<file path="src/rtl/rt_cmd_pkg.sv">
package rt_cmd_pkg;

    localparam int ADDR_W     = 5;
    localparam int SUBA_W     = 5;
    localparam int CNT_W      = 5;
    localparam int WORD_W     = 1 + ADDR_W + SUBA_W + CNT_W;
    localparam int WCNT_W     = CNT_W + 1;
    localparam int MAX_WORDS  = 1 << CNT_W;
    localparam int BCAST_ADDR = (1 << ADDR_W) - 1;
    localparam int MODE_SUBA_HI = (1 << SUBA_W) - 1;
    localparam int RSVD_W     = WORD_W - ADDR_W - 8;

    typedef enum logic [2:0] {
        ACT_NONE    = 3'd0,
        ACT_RX      = 3'd1,
        ACT_TX      = 3'd2,
        ACT_MODE    = 3'd3,
        ACT_MODE_RX = 3'd4,
        ACT_MODE_TX = 3'd5
    } act_kind_e;

    typedef struct packed {
        logic [ADDR_W-1:0] addr;
        logic              xmit;
        logic [SUBA_W-1:0] suba;
        logic [CNT_W-1:0]  cnt;
    } cmd_t;

    typedef struct packed {
        act_kind_e         kind;
        logic [WCNT_W-1:0] words;
        logic [SUBA_W-1:0] suba;
        logic [CNT_W-1:0]  mode;
        logic              bcast;
        logic              accept;
    } decode_t;

    typedef struct packed {
        logic [ADDR_W-1:0] addr;
        logic              msg_err;
        logic              instr;
        logic              svc_req;
        logic [RSVD_W-1:0] rsvd;
        logic              bcast_rcvd;
        logic              busy;
        logic              subsys;
        logic              dyn_bus;
        logic              term_flag;
    } status_t;

    function automatic logic is_mode_suba(input logic [SUBA_W-1:0] s);
        return (s == '0) || (s == SUBA_W'(MODE_SUBA_HI));
    endfunction

    function automatic logic [WCNT_W-1:0] words_of(input logic [CNT_W-1:0] c);
        return (c == '0) ? WCNT_W'(MAX_WORDS) : WCNT_W'(c);
    endfunction

    function automatic logic mode_has_data(input logic [CNT_W-1:0] code);
        return code[CNT_W-1];
    endfunction

    function automatic logic needs_transmit(input act_kind_e k);
        return (k == ACT_TX) || (k == ACT_MODE_TX);
    endfunction

    function automatic logic opens_rx(input act_kind_e k);
        return (k == ACT_RX) || (k == ACT_MODE_RX);
    endfunction

endpackage

</file>
<file path="src/rtl/rt_cmd_field_decode.sv">
module rt_cmd_field_decode
    import rt_cmd_pkg::*;
(
    input  logic [WORD_W-1:0] cmd_word,
    input  logic [ADDR_W-1:0] own_addr,
    input  logic              bcast_en,
    output decode_t           dec
);
    cmd_t c;
    logic is_bc_addr;
    logic own_hit;
    logic bc_hit;

    always_comb begin
        c          = cmd_t'(cmd_word);
        is_bc_addr = (c.addr == ADDR_W'(BCAST_ADDR));
        own_hit    = !is_bc_addr && (c.addr == own_addr);
        bc_hit     = is_bc_addr && bcast_en;

        dec        = '0;
        dec.suba   = c.suba;
        dec.bcast  = bc_hit;

        if (is_mode_suba(c.suba)) begin
            dec.mode = c.cnt;
            if (!mode_has_data(c.cnt)) begin
                dec.kind  = ACT_MODE;
                dec.words = '0;
            end else begin
                dec.kind  = c.xmit ? ACT_MODE_TX : ACT_MODE_RX;
                dec.words = WCNT_W'(1);
            end
        end else begin
            dec.kind  = c.xmit ? ACT_TX : ACT_RX;
            dec.words = words_of(c.cnt);
        end

        dec.accept = own_hit || (bc_hit && !needs_transmit(dec.kind));
    end

endmodule

</file>
<file path="src/rtl/rt_rx_word_counter.sv">
module rt_rx_word_counter
    import rt_cmd_pkg::*;
#(
    parameter int SAT = MAX_WORDS + 1
) (
    input  logic              clk,
    input  logic              rst,
    input  logic              clear,
    input  logic              inc,
    output logic [WCNT_W-1:0] total
);
    logic [WCNT_W-1:0] cnt_q;

    always_comb begin
        if (inc && (cnt_q != WCNT_W'(SAT)))
            total = cnt_q + WCNT_W'(1);
        else
            total = cnt_q;
    end

    always_ff @(posedge clk) begin
        if (rst || clear)
            cnt_q <= '0;
        else
            cnt_q <= total;
    end

    AST_CNT_SATURATES: assert property (@(posedge clk) disable iff (rst)
        cnt_q <= WCNT_W'(SAT));

endmodule

</file>
<file path="src/rtl/rt_status_reg.sv">
module rt_status_reg
    import rt_cmd_pkg::*;
(
    input  logic              clk,
    input  logic              rst,
    input  logic [ADDR_W-1:0] own_addr,
    input  logic              svc_req,
    input  logic              busy,
    input  logic              subsys_flag,
    input  logic              dyn_bus_acc,
    input  logic              term_flag,
    input  logic              set_err,
    input  logic              set_bcr,
    input  logic              send,
    output status_t           st
);
    logic me_q;
    logic bcr_q;

    always_ff @(posedge clk) begin
        if (rst) begin
            me_q  <= 1'b0;
            bcr_q <= 1'b0;
        end else begin
            if (set_err)   me_q <= 1'b1;
            else if (send) me_q <= 1'b0;
            if (set_bcr)   bcr_q <= 1'b1;
            else if (send) bcr_q <= 1'b0;
        end
    end

    always_comb begin
        st            = '0;
        st.addr       = own_addr;
        st.msg_err    = me_q;
        st.instr      = 1'b0;
        st.svc_req    = svc_req;
        st.rsvd       = '0;
        st.bcast_rcvd = bcr_q;
        st.busy       = busy;
        st.subsys     = subsys_flag;
        st.dyn_bus    = dyn_bus_acc;
        st.term_flag  = term_flag;
    end

    AST_FLAGS_CLEARED: assert property (@(posedge clk) disable iff (rst)
        send |=> (!me_q && !bcr_q));

    AST_SET_NOT_WITH_SEND: assert property (@(posedge clk) disable iff (rst)
        !(send && (set_err || set_bcr)));

endmodule

</file>
<file path="src/rtl/rt_cmd_decoder.sv">
module rt_cmd_decoder
    import rt_cmd_pkg::*;
(
    input  logic              clk,
    input  logic              rst,
    input  logic [ADDR_W-1:0] own_addr,
    input  logic              bcast_en,
    input  logic              cmd_valid,
    input  logic [WORD_W-1:0] cmd_word,
    input  logic              data_valid,
    input  logic              msg_end,
    input  logic              svc_req,
    input  logic              busy,
    input  logic              subsys_flag,
    input  logic              dyn_bus_acc,
    input  logic              term_flag,
    output logic              act_valid,
    output logic [2:0]        act_kind,
    output logic [SUBA_W-1:0] act_subaddr,
    output logic [WCNT_W-1:0] act_words,
    output logic [CNT_W-1:0]  act_mode,
    output logic              act_bcast,
    output logic              rx_open,
    output logic              rx_commit,
    output logic              stat_valid,
    output logic [WORD_W-1:0] stat_word
);
    decode_t           dec;
    status_t           st;
    logic [WCNT_W-1:0] rx_total;
    logic [WCNT_W-1:0] exp_q;
    logic              bcast_q;
    act_kind_e         kind_q;

    logic take_cmd;
    logic end_rx;
    logic count_ok;
    logic imm_reply;
    logic rx_reply;
    logic send;
    logic set_err;
    logic set_bcr;
    logic cnt_inc;

    rt_cmd_field_decode u_decode (
        .cmd_word (cmd_word),
        .own_addr (own_addr),
        .bcast_en (bcast_en),
        .dec      (dec)
    );

    rt_rx_word_counter u_count (
        .clk   (clk),
        .rst   (rst),
        .clear (take_cmd),
        .inc   (cnt_inc),
        .total (rx_total)
    );

    rt_status_reg u_status (
        .clk         (clk),
        .rst         (rst),
        .own_addr    (own_addr),
        .svc_req     (svc_req),
        .busy        (busy),
        .subsys_flag (subsys_flag),
        .dyn_bus_acc (dyn_bus_acc),
        .term_flag   (term_flag),
        .set_err     (set_err),
        .set_bcr     (set_bcr),
        .send        (send),
        .st          (st)
    );

    always_comb begin
        take_cmd  = cmd_valid && dec.accept;
        cnt_inc   = data_valid && rx_open && !take_cmd;
        end_rx    = rx_open && msg_end && !take_cmd;
        count_ok  = (rx_total == exp_q);
        imm_reply = take_cmd && !dec.bcast && !opens_rx(dec.kind);
        rx_reply  = end_rx && count_ok && !bcast_q;
        send      = imm_reply || rx_reply;
        set_err   = end_rx && !count_ok;
        set_bcr   = (take_cmd && dec.bcast && (dec.kind == ACT_MODE))
                 || (end_rx && count_ok && bcast_q);
    end

    always_ff @(posedge clk) begin
        if (rst) begin
            act_valid   <= 1'b0;
            kind_q      <= ACT_NONE;
            act_subaddr <= '0;
            act_words   <= '0;
            act_mode    <= '0;
            act_bcast   <= 1'b0;
            rx_open     <= 1'b0;
            rx_commit   <= 1'b0;
            stat_valid  <= 1'b0;
            stat_word   <= '0;
            exp_q       <= '0;
            bcast_q     <= 1'b0;
        end else begin
            act_valid  <= take_cmd;
            rx_commit  <= end_rx && count_ok;
            stat_valid <= send;
            if (send)
                stat_word <= WORD_W'(st);
            if (take_cmd) begin
                kind_q      <= dec.kind;
                act_subaddr <= dec.suba;
                act_words   <= dec.words;
                act_mode    <= dec.mode;
                act_bcast   <= dec.bcast;
                exp_q       <= dec.words;
                bcast_q     <= dec.bcast;
                rx_open     <= opens_rx(dec.kind);
            end else if (end_rx) begin
                rx_open     <= 1'b0;
            end
        end
    end

    assign act_kind = kind_q;

    AST_BCAST_SILENT: assert property (@(posedge clk) disable iff (rst)
        (act_valid && act_bcast) |-> !stat_valid);

    AST_RX_OPEN_FROM_CMD: assert property (@(posedge clk) disable iff (rst)
        $rose(rx_open) |-> (act_valid && opens_rx(kind_q)));

    AST_NO_REPLY_IN_RX: assert property (@(posedge clk) disable iff (rst)
        stat_valid |-> !rx_open);

    AST_COMMIT_CLOSES: assert property (@(posedge clk) disable iff (rst)
        rx_commit |-> !rx_open);

    AST_STAT_ADDR: assert property (@(posedge clk) disable iff (rst)
        stat_valid |-> (stat_word[WORD_W-1 -: ADDR_W] == $past(own_addr)));

    AST_WORDS_RANGE: assert property (@(posedge clk) disable iff (rst)
        (act_valid && (kind_q == ACT_RX || kind_q == ACT_TX))
        |-> (act_words >= WCNT_W'(1) && act_words <= WCNT_W'(MAX_WORDS)));

    AST_KIND_LEGAL: assert property (@(posedge clk) disable iff (rst)
        act_valid |-> (kind_q != ACT_NONE));

endmodule

</file>
<file path="config.mk">
export PLATFORM = sky130hd
export DESIGN_NAME = rt_cmd_decoder
export DESIGN_NICKNAME = d
export VERILOG_FILES = /design/src/rtl/rt_cmd_pkg.sv /design/src/rtl/rt_cmd_field_decode.sv /design/src/rtl/rt_rx_word_counter.sv /design/src/rtl/rt_status_reg.sv /design/src/rtl/rt_cmd_decoder.sv
export SDC_FILE = /design/constraint.sdc
export NUM_CORES = 1
export LEC_CHECK = 0
export ABC_AREA = 1
export ABC_CLOCK_PERIOD_IN_PS = 6710
export BUFFER_PORTS_ARGS = -buffer_cell sky130_fd_sc_hd__buf_2
export CELL_PAD_IN_SITES_DETAIL_PLACEMENT = 0
export CELL_PAD_IN_SITES_GLOBAL_PLACEMENT = 1
export CORE_ASPECT_RATIO = 0.6
export CORE_UTILIZATION = 35
export DETAILED_ROUTE_END_ITERATION = 10
export GPL_ROUTABILITY_DRIVEN = 0
export PLACE_DENSITY = 0.85
export SLEW_MARGIN = 15
export SYNTH_ARGS = -nofsm -noshare
export SYNTH_HDL_FRONTEND = slang
export SYNTH_HIERARCHICAL = 1
export SYNTH_SLANG_ARGS = --single-unit
</file>
<file path="constraint.sdc">
create_clock -name clk -period 6.71 [get_ports clk]
set_clock_uncertainty 0.15 [all_clocks]
set_input_delay 0 -clock clk [delete_from_list [all_inputs] [get_ports clk]]
set_output_delay 0 -clock clk [all_outputs]
set_load 0.01 [all_outputs]
</file>
==> results of run 1 <==
[routing by layer]
metal	track usage, %	routed length (um)	vias up
met5	0	0	-
li1	-	-	1236
met4	4.50	42	0
met2	24.4	2430	50
met3	4.78	332	4
met1	20.4	2930	975
[cell families (layout without fill, tap and decap cells)]
kind of cell    after synthesis  count (layout)  synth area share [%]
buf+inv                      80             141                  17.1
fa+ha+maj                     2               2                 0.974
xor+xnor                     13              13                  4.43
simple gates                169             169                  30.0
compound gates               50              50                  9.94
flops                        48              48                  37.4
other cells                   1               4                 0.146
[tightest hold or removal path: cells and delay by family]
| kind | cells | cell delay, ps |
|---|---|---|
| AOI/OAI and AO/OA | 1 | 90 |
| buffers and inverters | 2 | 130 |
| and+or+nand+nor | 2 | 180 |
[layout make-up]
class,count,area (um^2),share of cell area (%)
inverters,42,158,5.05
repair buffers,92,566,18.1
well taps,87,109,3.48
clock buffers,7,153,4.89
multi-input cells,238,1180,37.7
flip-flops and latches,48,961,30.8
[report_power, final]
| group | leakage, nW | internal (mW) | switching [mW] |
|---|---|---|---|
| combinational | 1.15 | 0.0308 | 0.0348 |
| sequential | 0.387 | 0.290 | 0.00304 |
| clock | 0.0760 | 0.156 | 0.0979 |
| total | 1.62 | 0.478 | 0.136 |
[sequential cells by signal, indices dropped and copies added (netlist names)]
name,count
u_status/me_q,1
u_status/bcr_q,1
act_bcast,1
stat_word,16
rx_commit,1
act_mode,5
act_subaddr,5
u_count/cnt_q,6
stat_valid,1
act_kind,3
rx_open,1
act_valid,1
act_words,6
[layout by cell type, fill, tap and decap left out, drive strengths merged]
cell type    synthesis  layout
and2b                1       1
nor2                75      75
dfxtp               48      48
a211oi               1       1
o21ai               23      23
inv                 42      42
dlygate4sd3          0      21
xor2                 5       5
or2                  2       2
nor3b                1       1
nor3                 1       1
clkbuf               4       7
a21oi               25      25
xnor2                8       8
buf                 34      71
o31ai                1       1
conb                 1       4
nand2               58      58
nand4                7       7
nand3b               1       1
ha                   2       2
nand3               23      23
[repair_timing]
item,in CTS,in global routing
hold buffers,21,0
gates resized for setup,0,0
endpoints found under the hold margin,29,0
[how the worst min path moves through the flow]
stage                 start      endpoint  cells past startpoint
2_1_floorplan           rst   act_kind[1]                      1
3_3_place_gp      term_flag  stat_word[0]                      3
3_5_place_dp        svc_req  stat_word[8]                      3
4_1_cts         cmd_word[3]   act_mode[3]                      5
5_1_grt        cmd_word[10]       rx_open                      6
6_report        cmd_word[3]   act_mode[3]                      5
==> summary.md, run 1 <==
| Metric | Value |
|---|---|
| Antenna-violating nets left | `0` |
| Input/output buffers | `71` |
| Clock Latency Late Sink | `280 ps` |
| Synth unique cells | `33` |
| DR pass1 iterations | `4` |
| Die width | `113 um` |
| Avg Cell Area, Syn | `7.08 um^2` |
| WHS | `17.0 ps` |
| EDFF count, synth | `0` |
| Leakage Power | `1.62 nW` |
| Async SR Flop Fraction | `0%` |
| Critical path startpoint category | `input port` |
| Per-cell routed wire length | `11.1 um` |
| Final Cycle Share | `60.3%` |
| Die area | `7700 um^2` |
| Worst slew pin tran | `1130 ps` |
| Total power | `613 uW` |
| R2R Path End | `stat_word[15]` |
| Placed Cells | `486` |
| Cell Area, Synth | `2570 um^2` |
| Fin. max-slew vios | `0` |
| CTS tree | `done` |
| Initial core utilization | `37.3%` |
| Relative slew margins | `24.5%` |
| # diodes | `0` |
| Filler cells | `704` |
| Number of global-route vias before repair | `2,006` |
| CP startpoint | `cmd_word[6]` |
| Largest net degree at the start of global routing | `36` |
| Fin util | `45.4%` |
| Worst reg2reg setup slack | `4000 ps` |
| FF+latch count, synth | `48` |
| Launch point of the worst reg-to-reg path | `rx_open` |
| Ratio of cells with drive above 1 in the final layout | `22.0%` |
| HP Class | `in -> reg` |
| Placement Setup Slack | `2970 ps` |
| Num CTS Buffers | `5` |
| Outcome | `completed` |
| R2R depth | `11` |
| Die Y | `68.4 um` |
| Nets | `461` |
| Worst path max stage delay | `530 ps` |
| Global-route wire length before repair | `9260 um` |
| Clk root buf | `clkbuf_16` |
| Mapped Cells | `363` |
| Max-cap viol count | `0` |
| Setup crit end | `stat_word[15]` |
| Fmax | `247 MHz` |
| Ys flop type | `dfxtp_1` |
| Tot GR Track Use | `15.4%` |
| PwrDens | `196 nW/um^2` |
| Iter 0 DRT Violations | `84` |
| Largest area contributor in the netlist | `dfxtp_1` |
| I/O Pins | `72` |
| Setup Viol. Count Final | `0` |
| Final hold violation count | `0` |
| Crit path capture type | `flop` |
| Core area | `6880 um^2` |
| Top cells by instance count after synthesis | `72 x nor2_1, 55 x nand2_1, 48 x dfxtp_1, 41 x inv_1, 25 x a21oi_1` |
| Initial antenna violation count | `0` |
| # Post-CTS Setup Buffers | `0` |
| H-tree levels | `2` |
| Buf/Inv on CP | `4` |
| CTS Sinks | `48` |
| Final WL | `5730 um` |
| Data required time at the worst endpoint | `6730 ps` |
| Clock Path Buffers | `2` |
| Via density | `4.41` |
| Remaining global-route overflow | `0` |
| Fin worst setup slack | `2660 ps` |
| Tmin final | `4050 ps` |
| Cell Area, Placed | `2760 um^2` |
| Cell family with most CP delay | `simple AND/OR/NAND/NOR gates` |
| Via count | `2,265` |
| Most frequent CP cell | `nand2_1` |
| Top-area cell type share of the netlist area | `37.4%` |
| Fin cells | `514` |
| Drt drc | `0` |
| Area Overhead vs Synth | `21.6%` |
| Worst EP arrival | `4060 ps` |
| Count leader, synth | `nor2_1` |
| VDD IR-drop max | `0.0846 mV` |
| Crit-path slowest cell | `dlygate4sd3_1` |
| Critical path class | `in -> reg` |
| Register area share after synthesis | `37.4%` |
| Critical-path cell list | `dlygate4sd3_1 > buf_2 > nand2_1 > inv_1 > nand2_1 > nand2_2 > nand2_1 > nand2_1 > nand2_1 > nand2_1 > nand2_2 > inv_1 > nor2_1 > nand4_1 > or2_1 > nand2_1 > xnor2_1 > nand2_1 > nor2_4 > nand4_4 > a21oi_1 > nor2_1` |
| CTS clk-pin slew, worst paths | `60 ps` |
| Unrepaired setup endpoints after global routing | `false` |
| Cell depth of the worst setup path | `22` |
| Crit Path Max Fanout | `34` |
| Rows | `23` |
| Final setup TNS | `0 ps` |
| Top post-synthesis cells by area | `dfxtp_1 37%, nor2_1 11%, nand2_1 8.0%, buf_4 7.0%, inv_1 6.0%` |
| Final HPWL DP | `4110 um` |
| Ys Warns | `6` |
| Final instance area | `3120 um^2` |
Note: power is estimated with default switching activity, not from simulation.
==> inputs of run 2 (changes only) <==
ABC_AREA = 0   (was 1)
ABC_CLOCK_PERIOD_IN_PS = 3560   (was 6710)
CORE_UTILIZATION = 34   (was 35)
PLACE_DENSITY = 0.83   (was 0.85)
clock period = 3.56 ns   (was 6.71 ns; I/O delays follow)
==> run 2 against run 1 <==
Net effect:
- synthesized cell count is 18% lower
- total power is 79% higher
- final area up 4.4%
- worst setup slack got worse by 2500 ps
- first-iteration DRC count increased by 20%
- core utilization rose by 1.8 points
- global-route usage is 0.65 points lower
- sequential cell count is the same
- register-to-register slack worse by 3100 ps
- clock power up 74%
- hold slack better by 40 ps
- synthesized area fell by 1.9%
- critical path type unchanged
==> summary.md, run 2 <==
| Metric | Value |
|---|---|
| Outcome | `completed (unchanged)` |
| DR pass1 iterations | `4 (unchanged)` |
| Clock Latency Late Sink | `280 ps (about the same)` |
| Placed Cells | `425 (was 486)` |
| Global-route wire length before repair | `8960 um (was 9260 um)` |
| Crit path capture type | `flop (unchanged)` |
| Die Y | `68.7 um (was 68.4 um)` |
| Final HPWL DP | `3990 um (was 4110 um)` |
| Top post-synthesis cells by area | `dfxtp_1 38%, nand2b_1 8.4%, nand2_1 8.0%, mux2i_1 7.6%, buf_4 6.9% (was dfxtp_1 37%, nor2_1 11%, nand2_1 8.0%, buf_4 7.0%, inv_1 6.0%)` |
| VDD IR-drop max | `0.195 mV (was 0.0846 mV)` |
| PwrDens | `336 nW/um^2 (was 196 nW/um^2)` |
| H-tree levels | `2 (unchanged)` |
| Remaining global-route overflow | `0 (unchanged)` |
| Core area | `6910 um^2 (was 6880 um^2)` |
| Final hold violation count | `0 (unchanged)` |
| Fmax | `298 MHz` |
| Top-area cell type share of the netlist area | `38.2% (was 37.4%)` |
| FF+latch count, synth | `48 (unchanged)` |
| Commonest non-fill, non-tap cell in the layout | `buf_2 (was nor2_1)` |
| Ys Warns | `6 (unchanged)` |
| Number of global-route vias before repair | `1,767 (was 2,006)` |
| Critical path startpoint category | `input port (unchanged)` |
| Crit Path Max Fanout | `16 (was 34)` |
| Largest registers | `stat_word (16), act_words (6), u_count/cnt_q (6) (unchanged)` |
| Clk root buf | `clkbuf_16 (unchanged)` |
| Final setup TNS | `0 ps (unchanged)` |
| Die width | `113 um (about the same)` |
| CTS tree | `done (unchanged)` |
| Setup Viol. Count Final | `0 (unchanged)` |
| Avg Cell Area, Syn | `8.48 um^2 (was 7.08 um^2)` |
| Per-cell routed wire length | `12.4 um (was 11.1 um)` |
| Multi-input gate area | `1320 um^2 (was 1180 um^2)` |
| Mapped Cells | `297 (was 363)` |
| Antenna-violating nets left | `0 (unchanged)` |
| Relative slew margins | `38.1% (was 24.5%)` |
| Tot GR Track Use | `14.8% (was 15.4%)` |
| Max reg flops | `16 (unchanged)` |
| Count leader, synth | `nand2_1 (was nor2_1)` |
| Top reg by flops | `stat_word (unchanged)` |
| Most frequent cells in the layout | `71 x buf_2, 54 x nand2_1, 48 x dfxtp_1 (was 72 x nor2_1, 71 x buf_2, 55 x nand2_1)` |
| HP Class | `in -> reg (unchanged)` |
| Filler cells | `685 (was 704)` |
| Worst EP arrival | `3400 ps (was 4060 ps)` |
| Iter 0 DRT Violations | `101 (was 84)` |
| EDFF count, synth | `0 (unchanged)` |
| Leakage Power | `1.56 nW (was 1.62 nW)` |
| Synth unique cells | `43 (was 33)` |
| Critical path class | `in -> reg (unchanged)` |
| CTS clk-pin slew, worst paths | `60 ps (about the same)` |
| Final Cycle Share | `94.3%` |
| Unrepaired setup endpoints after global routing | `false (unchanged)` |
| Area Overhead vs Synth | `29.5% (was 21.6%)` |
| Initial antenna violation count | `0 (unchanged)` |
| Fin util | `47.2% (was 45.4%)` |
| Die area | `7770 um^2 (was 7700 um^2)` |
| Data required time at the worst endpoint | `3600 ps (was 6730 ps)` |
| Tmin final | `3360 ps` |
| Register area share after synthesis | `38.2% (was 37.4%)` |
| Max-cap viol count | `0 (unchanged)` |
| Top cells by instance count after synthesis | `54 x nand2_1, 48 x dfxtp_1, 34 x nand2b_1, 24 x a21oi_1, 23 x buf_4 (was 72 x nor2_1, 55 x nand2_1, 48 x dfxtp_1, 41 x inv_1, 25 x a21oi_1)` |
| CTS Sinks | `48 (unchanged)` |
| Rows | `23 (unchanged)` |
| Reg area | `961 um^2 (unchanged)` |
| Ys flop type | `dfxtp_1 (unchanged)` |
| Num CTS Buffers | `5 (unchanged)` |
| Final WL | `5800 um (was 5730 um)` |
| Nets | `415 (was 461)` |
| Worst slew pin tran | `929 ps (was 1130 ps)` |
| Drt drc | `0 (unchanged)` |
| Input/output buffers | `71 (unchanged)` |
| # diodes | `0 (unchanged)` |
| Initial core utilization | `36.5% (was 37.3%)` |
| Ratio of cells with drive above 1 in the final layout | `28.9% (was 22.0%)` |
| Fin cells | `468 (was 514)` |
| Async SR Flop Fraction | `0% (unchanged)` |
| Largest area contributor in the netlist | `dfxtp_1 (unchanged)` |
| WHS | `56.6 ps (was 17.0 ps)` |
| Clock Path Buffers | `2 (unchanged)` |
| I/O Pins | `72 (unchanged)` |
| Via count | `2,118 (was 2,265)` |
| Via density | `4.53 (was 4.41)` |
| Largest net degree at the start of global routing | `62 (was 36)` |
| Fin. max-slew vios | `0 (unchanged)` |
| Cell Area, Synth | `2520 um^2 (was 2570 um^2)` |
[run 2: cell families (layout without fill, tap and decap cells)]
kind of cell             Yosys count  in the layout  synth area share (%)
AO/OA/AOI/OAI                     40             40                  10.0
adder cells (fa/ha/maj)            2              2                 0.993
AND/OR/NAND/NOR                  129            129                  27.3
buffers and inverters             43            124                  10.6
flip-flops                        48             48                  38.2
other                              1              4                 0.149
XOR/XNOR                          15             15                  5.22
multiplexers                      19             19                  7.55
[run 2: worst paths after layout]
kind         depth (start not counted)          from              to  slack, ps
min reg2reg                          2   act_mode[1]     act_mode[1]        300
max reg2reg                         11       rx_open  u_status/bcr_q        900
min                                  5  cmd_word[10]     act_kind[0]         60
max                                 18   cmd_word[8]  u_status/bcr_q        200
[run 2: per-layer routing]
layer	global-route usage, %	vias up	routed length, um
li1	-	1116	-
met3	3.23	2	223
met4	2.96	0	10
met2	21.6	42	2480
met5	0	-	0
met1	22.0	958	3090
[run 2: cell type report]
type	instances	area share, %
inverters	8	0.921
well taps	87	3.34
clock buffers	6	3.95
clock inverters	1	0.153
repair buffers	109	21.9
multi-input cells	209	40.3
flip-flops and latches	48	29.5
[run 2: timing repair]
item,CTS,global route
hold buffers,24,0
endpoints found under the hold margin,29,0
buffers inserted,0,12
resized for setup,0,3
setup endpoints to repair,0,2
[run 2: metrics by stage]
stage               worst slack [ps]  instance area (um^2)  power (mW)
floorplan                        389                  2530       0.622
global placement                 348                  2790       0.643
detailed placement               194                  2790       0.643
CTS                             44.4                  3170        1.10
global route                    25.3                  3260        1.14
finish                           204                  3260        1.10
[run 2: where the power goes]
group / leakage [nW] / switching, mW / total [mW] / internal (mW)
clock network: 0.0667 / 0.185 / 0.441 / 0.255
logic: 1.11 / 0.0525 / 0.112 / 0.0598
registers: 0.387 / 0.00253 / 0.544 / 0.541
total: 1.56 / 0.240 / 1.10 / 0.856
[run 2: worst max-delay path, stage by stage]
cell and delay, ps:
dlygate4sd3_1 530, buf_2 130, or4_4 430, o22a_4 260, o21ai_2 130, o2bb2ai_2 130
nand2_1 80, and3_1 260, nand4_2 120, o21ai_0 120, nand2_1 90, xor2_1 270
nor4_4 80, a31oi_2 250, buf_12 180, inv_2 40, nand2b_1 130, a21oi_1 150
